## src/rtl/sar_seq_pkg.sv

```systemverilog
package sar_seq_pkg;
  typedef enum logic [2:0] {ST_IDLE, ST_WARM, ST_ACQ, ST_CONV, ST_FIN} phase_e;
  localparam logic [1:0] WU_NORMAL  = 2'd0;
  localparam logic [1:0] WU_STANDBY = 2'd1;
  localparam logic [1:0] WU_KEEP    = 2'd2;
  localparam int AT_MAX = 8;
endpackage

```

## src/rtl/sar_seq_presc.sv

```systemverilog
module sar_seq_presc #(
  parameter int PW = 7
) (
  input  logic          clk_i,
  input  logic          rst_ni,
  input  logic          run_i,
  input  logic [PW-1:0] div_i,
  output logic          tick_o
);
  logic [PW-1:0] cnt_q;

  assign tick_o = run_i && (cnt_q == div_i);

  always_ff @(posedge clk_i or negedge rst_ni) begin
    if (!rst_ni)                 cnt_q <= '0;
    else if (!run_i || tick_o)   cnt_q <= '0;
    else                         cnt_q <= cnt_q + 1'b1;
  end
endmodule

```

## src/rtl/sar_seq_arb.sv

```systemverilog
module sar_seq_arb (
  input  logic clk_i,
  input  logic rst_ni,
  input  logic trig_single_i,
  input  logic trig_scan_i,
  input  logic rep_single_i,
  input  logic rep_scan_i,
  input  logic take_i,
  output logic avail_o,
  output logic gnt_scan_o
);
  logic pend_single_q, pend_scan_q;
  logic av_single, av_scan;

  assign av_scan    = pend_scan_q | rep_scan_i;
  assign av_single  = pend_single_q | rep_single_i;
  assign gnt_scan_o = av_scan;
  assign avail_o    = av_scan | av_single;

  always_ff @(posedge clk_i or negedge rst_ni) begin
    if (!rst_ni) begin
      pend_single_q <= 1'b0;
      pend_scan_q   <= 1'b0;
    end else begin
      // a new trigger always survives a same-cycle grant
      pend_scan_q   <= (av_scan & ~take_i) | trig_scan_i;
      pend_single_q <= (av_single & ~(take_i & ~av_scan)) | trig_single_i;
    end
  end

  assert_trig_kept_scan_R9: assert property (@(posedge clk_i) disable iff (!rst_ni)
    trig_scan_i |=> pend_scan_q);
  assert_trig_kept_single_R9: assert property (@(posedge clk_i) disable iff (!rst_ni)
    trig_single_i |=> pend_single_q);
endmodule

```

## src/rtl/sar_seq.sv

```systemverilog
module sar_seq
  import sar_seq_pkg::*;
#(
  parameter int N    = 12,
  parameter int PW   = 7,
  parameter int TB_W = 8,
  parameter int AT_W = 4
) (
  input  logic            clk_i,
  input  logic            rst_ni,
  input  logic [PW-1:0]   presc_i,
  input  logic [TB_W-1:0] timebase_i,
  input  logic [1:0]      wu_mode_i,
  input  logic [AT_W-1:0] single_at_i,
  input  logic [AT_W-1:0] scan_at_i,
  input  logic            single_trig_i,
  input  logic            scan_trig_i,
  input  logic            single_rep_i,
  input  logic            scan_rep_i,
  input  logic            cmp_i,
  output logic            cmp_strobe_o,
  output logic [N-1:0]    trial_o,
  output logic            acq_o,
  output logic            pwr_adc_o,
  output logic            pwr_ref_o,
  output logic            done_o,
  output logic            done_scan_o,
  output logic [N-1:0]    result_o
);
  localparam int BW     = $clog2(N);
  localparam int SCW    = $clog2(N + 1);
  localparam int WU_MAX = 5 * (2 ** TB_W);
  localparam int LW     = ($clog2(WU_MAX + 1) > AT_MAX + 1) ? $clog2(WU_MAX + 1) : AT_MAX + 2;

  phase_e          state_q;
  logic [LW-1:0]   left_q;
  logic [BW-1:0]   bit_q;
  logic [N-1:0]    sar_q, res_q;
  logic            done_q, done_scan_q, cur_scan_q;
  logic [PW-1:0]   presc_q;
  logic [AT_W-1:0] at_single_q, at_scan_q;
  logic [SCW-1:0]  strb_cnt_q;

  logic tick, idle, fin_tick, take, avail, gnt_scan;
  logic rep_single, rep_scan;
  logic [AT_W-1:0] at_next;
  logic [LW-1:0]   acq_next, acq_cur, us_len, warm_len;

  function automatic logic [LW-1:0] acq_ticks(input logic [AT_W-1:0] a);
    logic [AT_W-1:0] c;
    c = (a > AT_W'(AT_MAX)) ? AT_W'(AT_MAX) : a;
    return LW'(1) << c;
  endfunction

  assign idle     = (state_q == ST_IDLE);
  assign fin_tick = (state_q == ST_FIN) && tick;
  assign rep_scan   = fin_tick & cur_scan_q & scan_rep_i;
  assign rep_single = fin_tick & ~cur_scan_q & single_rep_i;
  assign take     = (idle | fin_tick) & avail;

  sar_seq_presc #(.PW(PW)) i_presc (
    .clk_i  (clk_i),
    .rst_ni (rst_ni),
    .run_i  (!idle),
    .div_i  (presc_q),
    .tick_o (tick)
  );

  sar_seq_arb i_arb (
    .clk_i         (clk_i),
    .rst_ni        (rst_ni),
    .trig_single_i (single_trig_i),
    .trig_scan_i   (scan_trig_i),
    .rep_single_i  (rep_single),
    .rep_scan_i    (rep_scan),
    .take_i        (take),
    .avail_o       (avail),
    .gnt_scan_o    (gnt_scan)
  );

  // settings come from the ports only when leaving idle
  assign at_next  = gnt_scan ? (idle ? scan_at_i : at_scan_q) : (idle ? single_at_i : at_single_q);
  assign acq_next = acq_ticks(at_next);
  assign acq_cur  = acq_ticks(cur_scan_q ? at_scan_q : at_single_q);
  assign us_len   = LW'(timebase_i) + LW'(1);

  always_comb begin
    warm_len = '0;
    if (idle) begin
      case (wu_mode_i)
        WU_STANDBY: warm_len = us_len;
        WU_KEEP:    warm_len = '0;
        default:    warm_len = (us_len << 2) + us_len;
      endcase
    end
  end

  always_ff @(posedge clk_i or negedge rst_ni) begin
    if (!rst_ni) begin
      state_q     <= ST_IDLE;
      left_q      <= '0;
      bit_q       <= '0;
      sar_q       <= '0;
      res_q       <= '0;
      done_q      <= 1'b0;
      done_scan_q <= 1'b0;
      cur_scan_q  <= 1'b0;
      presc_q     <= '0;
      at_single_q <= '0;
      at_scan_q   <= '0;
    end else begin
      done_q <= 1'b0;
      if (tick) begin
        case (state_q)
          ST_WARM: begin
            if (left_q == '0) begin
              state_q <= ST_ACQ;
              left_q  <= acq_cur - LW'(1);
            end else left_q <= left_q - 1'b1;
          end
          ST_ACQ: begin
            if (left_q == '0) begin
              state_q <= ST_CONV;
              bit_q   <= BW'(N - 1);
            end else left_q <= left_q - 1'b1;
          end
          ST_CONV: begin
            sar_q[bit_q] <= cmp_i;
            if (bit_q == '0) state_q <= ST_FIN;
            else             bit_q   <= bit_q - 1'b1;
          end
          default: ;
        endcase
      end
      if (fin_tick) begin
        done_q      <= 1'b1;
        done_scan_q <= cur_scan_q;
        res_q       <= sar_q;
        state_q     <= ST_IDLE;
      end
      if (take) begin
        if (idle) begin
          presc_q     <= presc_i;
          at_single_q <= single_at_i;
          at_scan_q   <= scan_at_i;
        end
        cur_scan_q <= gnt_scan;
        sar_q      <= '0;
        if (warm_len != '0) begin
          state_q <= ST_WARM;
          left_q  <= warm_len - LW'(1);
        end else begin
          state_q <= ST_ACQ;
          left_q  <= acq_next - LW'(1);
        end
      end
    end
  end

  assign cmp_strobe_o = (state_q == ST_CONV) && tick;
  assign trial_o      = (state_q == ST_CONV) ? (sar_q | (N'(1) << bit_q)) : sar_q;
  assign acq_o        = (state_q == ST_ACQ);
  assign pwr_adc_o    = !idle || (wu_mode_i == WU_KEEP);
  assign pwr_ref_o    = !idle || (wu_mode_i == WU_KEEP) || (wu_mode_i == WU_STANDBY);
  assign done_o       = done_q;
  assign done_scan_o  = done_scan_q;
  assign result_o     = res_q;

  // strobe tally for the per-conversion check
  always_ff @(posedge clk_i or negedge rst_ni) begin
    if (!rst_ni)           strb_cnt_q <= '0;
    else if (fin_tick)     strb_cnt_q <= '0;
    else if (cmp_strobe_o) strb_cnt_q <= strb_cnt_q + 1'b1;
  end

  assert_state_hold_R3: assert property (@(posedge clk_i) disable iff (!rst_ni)
    (!idle && !tick) |=> $stable(state_q));
  assert_done_pulse_R3: assert property (@(posedge clk_i) disable iff (!rst_ni)
    done_o |=> !done_o);
  assert_strobe_count_R6: assert property (@(posedge clk_i) disable iff (!rst_ni)
    fin_tick |-> (strb_cnt_q == SCW'(N)));
  assert_scan_first_R7: assert property (@(posedge clk_i) disable iff (!rst_ni)
    (take && gnt_scan) |=> cur_scan_q);
  assert_settings_frozen_R10: assert property (@(posedge clk_i) disable iff (!rst_ni)
    (!idle && $past(!idle)) |-> ($stable(presc_q) && $stable(at_scan_q) && $stable(at_single_q)));
endmodule

```

## config.mk

```make
export PLATFORM = sky130hd
export DESIGN_NAME = sar_seq
export DESIGN_NICKNAME = d
export VERILOG_FILES = /design/src/rtl/sar_seq_pkg.sv /design/src/rtl/sar_seq_presc.sv /design/src/rtl/sar_seq_arb.sv /design/src/rtl/sar_seq.sv
export SDC_FILE = /design/constraint.sdc
export NUM_CORES = 1
export LEC_CHECK = 0
export BUFFER_PORTS_ARGS = -buffer_cell sky130_fd_sc_hd__buf_4
export CORE_MARGIN = 1
export CORE_UTILIZATION = 60
export CTS_CLUSTER_SIZE = 20
export DETAILED_ROUTE_END_ITERATION = 12
export GPL_TIMING_DRIVEN = 0
export PLACE_DENSITY = 0.82
export SYNTH_ARGS = -nofsm -noshare
export SYNTH_HDL_FRONTEND = slang
export SYNTH_SLANG_ARGS = --single-unit
```

## constraint.sdc

```tcl
create_clock -name clk_i -period 6.3 [get_ports clk_i]
set_clock_uncertainty 0.1 [all_clocks]
set_input_delay 0.945 -clock clk_i [delete_from_list [all_inputs] [get_ports clk_i]]
set_output_delay 0.945 -clock clk_i [all_outputs]
set_load 0.05 [all_outputs]
```

==> impl_metrics.py, run 1 <==
metrics = {
    "status": {
        "status": "complete, no violations",
    },
    "final_layout": {
        "syn_to_final_growth_pct": 15.4,
        "fillCellCount": 665,
        "seq_area_um2": 1730,
        "fin_nets": 722,
        "mostFrequentLayoutCells": "86 x nand2_1, 69 x dfrtp_1, 66 x nor2_1",
        "drive_gt1_share_pct": 20.7,
        "final_common_cell": "nand2_1",
        "multiInputGateArea_um2": 3190,
        "n_antenna_cell": 0,
    },
    "floorplan": {
        "die_y_um": 94.8,
        "start_util_pct": 62.5,
        "rows": 33,
        "die_w_um": 94.8,
        "dieArea_um2": 8980,
        "io_pins": 62,
        "coreArea_um2": 8260,
    },
    "power_and_ir_drop": {
        "p_int_w": 0.00132,
        "switchingPower_w": 0.00103,
        "p_per_area_nw_per_um2": 394,
        "ir_worst_vdd_mv": 0.169,
        "combPwrFrac_pct": 54.3,
        "leakagePower_nw": 2.64,
        "p_total_w": 0.00235,
        "seq_power_share_pct": 28.7,
        "swShare_pct": 43.9,
        "pwr-share-clk_pct": 17.0,
    },
    "drt": {
        "drt_iter0_markers": 267,
        "vias_per_cell": 6.03,
        "final_antenna_net_count": 0,
        "wl_per_cell_um": 16.3,
        "first_pass_iters": 5,
        "post-route-drc-count": 0,
        "wl_um": 12700,
        "vias": 4709,
    },
    "worst_setup_path": {
        "r2r_cells": 14,
        "crit_arrival_ns": 5.38,
        "startpoint_type": "input port",
        "crit_chain": "buf_4, ha_1, nand3_1, xor2_1, inv_1, ha_1, a21o_1, and3_1, a2111oi_4, nor4_2, nor3_4, nor4_2, a21oi_1, ha_1, nand2_1, nor2_1, o41ai_2, a211o_1, or3_1, a211oi_2",
        "cpMostUsedCell": "ha_1",
        "end_kind": "flop",
        "crit_path_max_incr_delay_ns": 0.40,
        "cp.required_ns": 6.45,
        "worstSetupPathType": "input port to flop",
        "cp_slowest_cell": "or3_1",
        "path_max_fanout": 7,
    },
    "global_routing": {
        "grt_pass1_wl_um": 21400,
        "grt_pass1_vias": 4620,
        "grt_start_max_net_pins": 70,
        "grt_use_total_pct": 30.6,
        "antenna_found_initial": 0,
        "overflow": 0,
    },
    "synthesis": {
        "synth_cell_types": 89,
        "syn_inst": 600,
        "syn-mean-instance-area_um2": 8.61,
        "synth_seq_area_share_pct": 33.4,
        "synthArstFlopShare_pct": 100,
        "syn_area_um2": 5160,
        "synth_edf_count": 0,
        "synth-seq-cells": 69,
        "yosysWarnings": 0,
        "ys.flop_type": "dfrtp_1",
        "syn-num-nets": 651,
    },
    "job": {
        "cap_violations": 0,
    },
    "cts": {
        "cts.hold.buffers_added": 0,
        "htree_levels": 3,
        "clkTransAtPathRegs_ns": 0.07,
        "cts_inserted_buffers": 9,
        "clk_latency_ns": 0.35,
        "root_buffer": "clkbuf_8",
        "cts_buffer_depth": 2,
        "cts.sinks": 69,
        "postCtsSetupRepairBufs": 0,
        "ctsResizeCount": 0,
        "cts_tree": "done",
    },
    "timing": {
        "hold_viol": 0,
        "rsz0062_at_grt": "no",
        "finalSetupTns_ns": 0,
        "worst_slew_pin_slew_ns": 0.852,
        "min_period_ns": 5.23,
        "finalSetupViolations": 0,
        "finalMaxSlewViolations": 0,
        "fmax_mhz": 191,
        "relSlewSlack_pct": 43.2,
        "period_share_pct": 83.0,
    },
    "place": {
        "io_buffers": 60,
        "hpwl_um": 9630,
        "routabilityCongestion": 0.921,
    },
    "min_path": {
        "holdPathStages": 2,
        "min-delay-path-class": "flop to flop",
    },
}
-- cells by family after synthesis --
logic type	share of synthesized area, %
flip-flops	33.4
AO/OA/AOI/OAI	19.8
multiplexers	6.15
buffers and inverters	4.72
XOR/XNOR	4.70
AND/OR/NAND/NOR	26.2
adder cells (fa/ha/maj)	4.94
-- worst paths after layout --
check | start | endpoint | slack [ns]
min | done_scan_o | done_scan_o | 0.38
max reg2reg | i_presc.cnt_q[4] | left_q[8] | 2.36
max | timebase_i[0] | left_q[8] | 1.07
min reg2reg | done_scan_o | done_scan_o | 0.38
max in group asynchronous | rst_ni | left_q[8] | 4.93
min in group asynchronous | rst_ni | i_presc.cnt_q[4] | 0.61
-- power groups by stage --
stage | sequential, W | combinational, W | clock, W
floorplan | 0.000653 | 0.000978 | 0
detailed placement | 0.000679 | 0.00125 | 0
finish | 0.000674 | 0.00128 | 0.000398
global placement | 0.000672 | 0.00122 | 0
CTS | 0.000671 | 0.00126 | 0.000404
global route | 0.000691 | 0.00139 | 0.000426
-- sequential cells by signal, summed over array words and instances, names as in the netlist --
signal / flops
result_o: 12
presc_q: 7
cur_scan_q: 1
i_presc.cnt_q: 7
sar_q: 12
state_q: 3
i_arb.pend_single_q: 1
at_single_q: 4
bit_q: 4
done_o: 1
left_q: 11
at_scan_q: 4
done_scan_o: 1
i_arb.pend_scan_q: 1
-- synth_stat cells (3+ instances only) --
cell type | instances | share of area, %
nand4_1 | 4 | 0.48
buf_2 | 3 | 0.29
inv_1 | 24 | 1.7
clkbuf_1 | 14 | 1.0
o31ai_1 | 3 | 0.44
nor4_1 | 6 | 0.73
a31oi_1 | 6 | 0.73
clkbuf_8 | 3 | 0.80
xor2_1 | 9 | 1.5
mux2i_1 | 16 | 3.1
or2_1 | 3 | 0.36
o21ai_0 | 23 | 2.2
o21a_1 | 3 | 0.44
o21bai_1 | 13 | 1.9
and3_1 | 8 | 0.97
o21ai_1 | 3 | 0.29
a21oi_1 | 35 | 3.4
nor3b_1 | 5 | 0.73
nand2b_1 | 12 | 1.5
a22oi_1 | 4 | 0.58
or2_2 | 4 | 0.48
nor3_1 | 13 | 1.3
ha_1 | 18 | 4.4
xnor2_1 | 15 | 2.5
a21o_1 | 4 | 0.58
buf_6 | 3 | 0.65
nand3_1 | 15 | 1.5
a211oi_1 | 12 | 1.7
nand2_1 | 86 | 6.3
dfrtp_1 | 69 | 33
or3_1 | 9 | 1.1
a211o_1 | 3 | 0.51
o31a_1 | 3 | 0.51
nor2_1 | 66 | 4.8
nor4_2 | 3 | 0.73
mux2_2 | 14 | 3.1
nor2b_1 | 5 | 0.61
-- final cells by class --
class / count / share of cell area, %
multi-input combinational: 482 / 53.6
sequential: 69 / 29.0
timing repair buffer: 60 / 7.56
buffer: 25 / 2.58
tap: 105 / 2.20
clock buffer: 10 / 2.14
inverter: 24 / 1.51
clock inverter: 6 / 1.47
-- stage by stage --
step / util [%] / hold WS [ns] / setup WS, ns / area [µm²] / instances
after floorplan: - / 0.346 / 1.48 / 5160 / 600
after global placement: 69.6 / 0.360 / 0.864 / 5750 / 765
after detailed placement: 69.6 / 0.364 / 0.738 / 5750 / 765
after CTS: 72.2 / 0.383 / 1.08 / 5960 / 781
after global routing: 72.2 / 0.423 / 0.796 / 5960 / 781
final: 72.2 / 0.376 / 1.07 / 5960 / 781
-- critical path, delay by kind of cell --
| kind | cells | cell delay (ns) |
|---|---|---|
| AND/OR/NAND/NOR | 8 | 1.56 |
| AO/OA/AOI/OAI | 6 | 1.48 |
| buffers and inverters | 2 | 0.26 |
| XOR/XNOR | 1 | 0.28 |
| adder cells (fa/ha/maj) | 3 | 0.84 |
-- per-layer routing --
metal	up-vias	track usage [%]	part of all wire [%]
li1	2293	-	-
met1	2258	35.9	42
met2	128	53.5	50
met3	30	4.99	4.6
met4	0	15.5	3.4
met5	-	0	0
(Power assumes the default switching activity.)
==> run 2, diff against run 1 <==
--- a/config.mk
+++ b/config.mk
@@ -7,11 +7,11 @@
 export LEC_CHECK = 0
 export BUFFER_PORTS_ARGS = -buffer_cell sky130_fd_sc_hd__buf_4
 export CORE_MARGIN = 1
-export CORE_UTILIZATION = 60
+export CORE_UTILIZATION = 54
 export CTS_CLUSTER_SIZE = 20
 export DETAILED_ROUTE_END_ITERATION = 12
 export GPL_TIMING_DRIVEN = 0
-export PLACE_DENSITY = 0.82
+export PLACE_DENSITY = 0.78
 export SYNTH_ARGS = -nofsm -noshare
 export SYNTH_HDL_FRONTEND = slang
 export SYNTH_SLANG_ARGS = --single-unit
==> constraint.sdc (replaced) <==
create_clock -name clk_i -period 4.7 [get_ports clk_i]
set_clock_uncertainty 0.1 [all_clocks]
set_input_delay 0.705 -clock clk_i [delete_from_list [all_inputs] [get_ports clk_i]]
set_output_delay 0.705 -clock clk_i [all_outputs]
set_load 0.05 [all_outputs]
==> impl_metrics.py, run 2 (synthesis results as in run 1) <==
metrics = {
    "global_routing": {
        "overflow": 0,
        "grt_start_max_net_pins": 70,
        "grt_pass1_vias": 4675,
        "grt_use_total_pct": 28.0,
        "grt_pass1_wl_um": 22200,
        "antenna_found_initial": 0,
    },
    "timing": {
        "fmax_mhz": 222,
        "finalSetupViolations": 0,
        "fin_ws_ns": 0.199,
        "period_share_pct": 95.8,
        "relSlewSlack_pct": 42.6,
        "worst_slew_pin_slew_ns": 0.862,
        "hold_viol": 0,
        "min_period_ns": 4.50,
        "finalSetupTns_ns": 0,
        "finalMaxSlewViolations": 0,
        "holdWs_ns": 0.340,
    },
    "worst_setup_path": {
        "worstSetupPathType": "input port to flop",
        "crit_arrival_ns": 4.66,
        "reg2reg_to": "left_q[8]",
        "crit-reg2reg-launch": "i_presc.cnt_q[0]",
        "cp.required_ns": 4.86,
        "crit_start": "timebase_i[0]",
        "r2r_cells": 14,
        "reg2reg_slack_ns": 0.77,
        "critPathCapture": "left_q[8]",
        "end_kind": "flop",
        "path_max_fanout": 7,
        "startpoint_type": "input port",
    },
    "place": {
        "routabilityCongestion": 0.930,
        "place_ws_ns": -0.578,
        "io_buffers": 60,
        "dp_cells": 789,
        "hpwl_um": 9800,
    },
    "final_layout": {
        "fin_cells": 807,
        "fin_util_pct": 66.4,
        "seq_area_um2": 1730,
        "fillCellCount": 768,
        "n_antenna_cell": 0,
        "multiInputGateArea_um2": 3320,
        "drive_gt1_share_pct": 23.3,
        "final_common_cell": "nand2_1",
        "syn_to_final_growth_pct": 18.9,
        "mostFrequentLayoutCells": "86 x nand2_1, 69 x dfrtp_1, 66 x nor2_1",
        "fin_nets": 724,
    },
    "cts": {
        "cts.sinks": 69,
        "cts_buffer_depth": 2,
        "htree_levels": 3,
        "cts_inserted_buffers": 9,
        "clkTransAtPathRegs_ns": 0.09,
        "cts.hold.buffers_added": 0,
        "clk_latency_ns": 0.35,
        "cts_tree": "done",
        "root_buffer": "clkbuf_8",
    },
    "floorplan": {
        "coreArea_um2": 9240,
        "io_pins": 62,
        "rows": 35,
        "die_w_um": 99.8,
        "die_y_um": 99.8,
        "start_util_pct": 55.9,
        "dieArea_um2": 9960,
    },
    "drt": {
        "final_antenna_net_count": 0,
        "vias": 4776,
        "drt_iter0_markers": 238,
        "vias_per_cell": 5.92,
        "first_pass_iters": 5,
        "post-route-drc-count": 0,
        "wl_per_cell_um": 16.6,
        "wl_um": 13400,
    },
    "power_and_ir_drop": {
        "p_int_w": 0.00179,
        "pwr-share-clk_pct": 17.2,
        "switchingPower_w": 0.00143,
        "leakagePower_nw": 2.66,
        "p_per_area_nw_per_um2": 524,
        "seq_power_share_pct": 27.9,
        "combPwrFrac_pct": 54.9,
        "ir_worst_vdd_mv": 0.373,
        "swShare_pct": 44.4,
    },
    "job": {
        "cap_violations": 0,
    },
    "min_path": {
        "min-delay-path-class": "input port to asynchronous set/reset pin",
    },
    "status": {
        "status": "complete, no violations",
    },
}
[run 2: cell types whose count changed in the layout (fill, tap and decap cells not counted), moves of 2 or more]
cell     previous run  this run
buf_4              61        63
xor2_1              9         7
a21oi_1            35        31
ha_4                0         3
xor2_2              0         2
ha_1               18        14
a21oi_2             0         4
[run 2: power groups by stage]
stage / Combinational [W] / Sequential [W] / Clock (W)
floorplan: 0.00131 / 0.000875 / 0
global placement: 0.00165 / 0.000898 / 0
detailed placement: 0.00170 / 0.000908 / 0
CTS: 0.00172 / 0.000896 / 0.000560
global route: 0.00194 / 0.000922 / 0.000584
finish: 0.00177 / 0.000898 / 0.000555
[run 2: worst min path at each step]
stage / startpoint / endpoint / slack (ns) / cells after the start
after floorplan: rst_ni / at_scan_q[0] / 0.31 / 0
after global placement: result_o[1] / result_o[1] / 0.36 / 2
after detailed placement: result_o[0] / result_o[0] / 0.37 / 2
after CTS: sar_q[0] / result_o[0] / 0.38 / 2
after global routing: sar_q[0] / result_o[0] / 0.41 / 2
final: rst_ni / i_presc.cnt_q[5] / 0.34 / 1
[run 2: area by class of cell]
cell class,instances,share of cell area [%]
clock inverters,7,1.61
plain buffers,25,2.51
well taps,129,2.63
repair buffers,62,7.58
inverters,24,1.47
clock buffers,9,2.02
multi-input cells,482,54.1
flip-flops and latches,69,28.1
[run 2: metrics by stage]
step           area, µm²  power [W]
6_report            6140    0.00322
5_1_grt             6140    0.00344
4_1_cts             6020    0.00318
3_5_place_dp        5780    0.00260
3_3_place_gp        5780    0.00255
2_1_floorplan       5160    0.00219
[run 2: timing repair]
item / CTS / global route
pin swaps: 1 / 5
setup endpoints to repair: 3 / 4
buffers inserted: 1 / 1
gates cloned: 0 / 0
gates resized for setup: 2 / 19
[run 2: per-layer routing]
layer	up-vias	track usage (%)	wire length, µm
li1	2296	-	-
met1	2291	35.3	5700
met2	163	48.5	6700
met3	26	4.74	721
met4	0	9.84	300
met5	-	0	0
[run 2: critical path: stages]
cell       delay (ns)
buf_4            0.13
ha_1             0.25
nand3_1          0.15
xor2_2           0.20
inv_1            0.14
ha_4             0.34
nand4_1          0.15
a21oi_2          0.23
a2111oi_4        0.10
a31o_2           0.28
nor3_4           0.25
nor4_4           0.11
a21oi_2          0.19
ha_1             0.20
nand2_1          0.05
nor2_1           0.14
o41ai_2          0.13
a211o_1          0.34
or3_1            0.40
a211oi_2         0.18
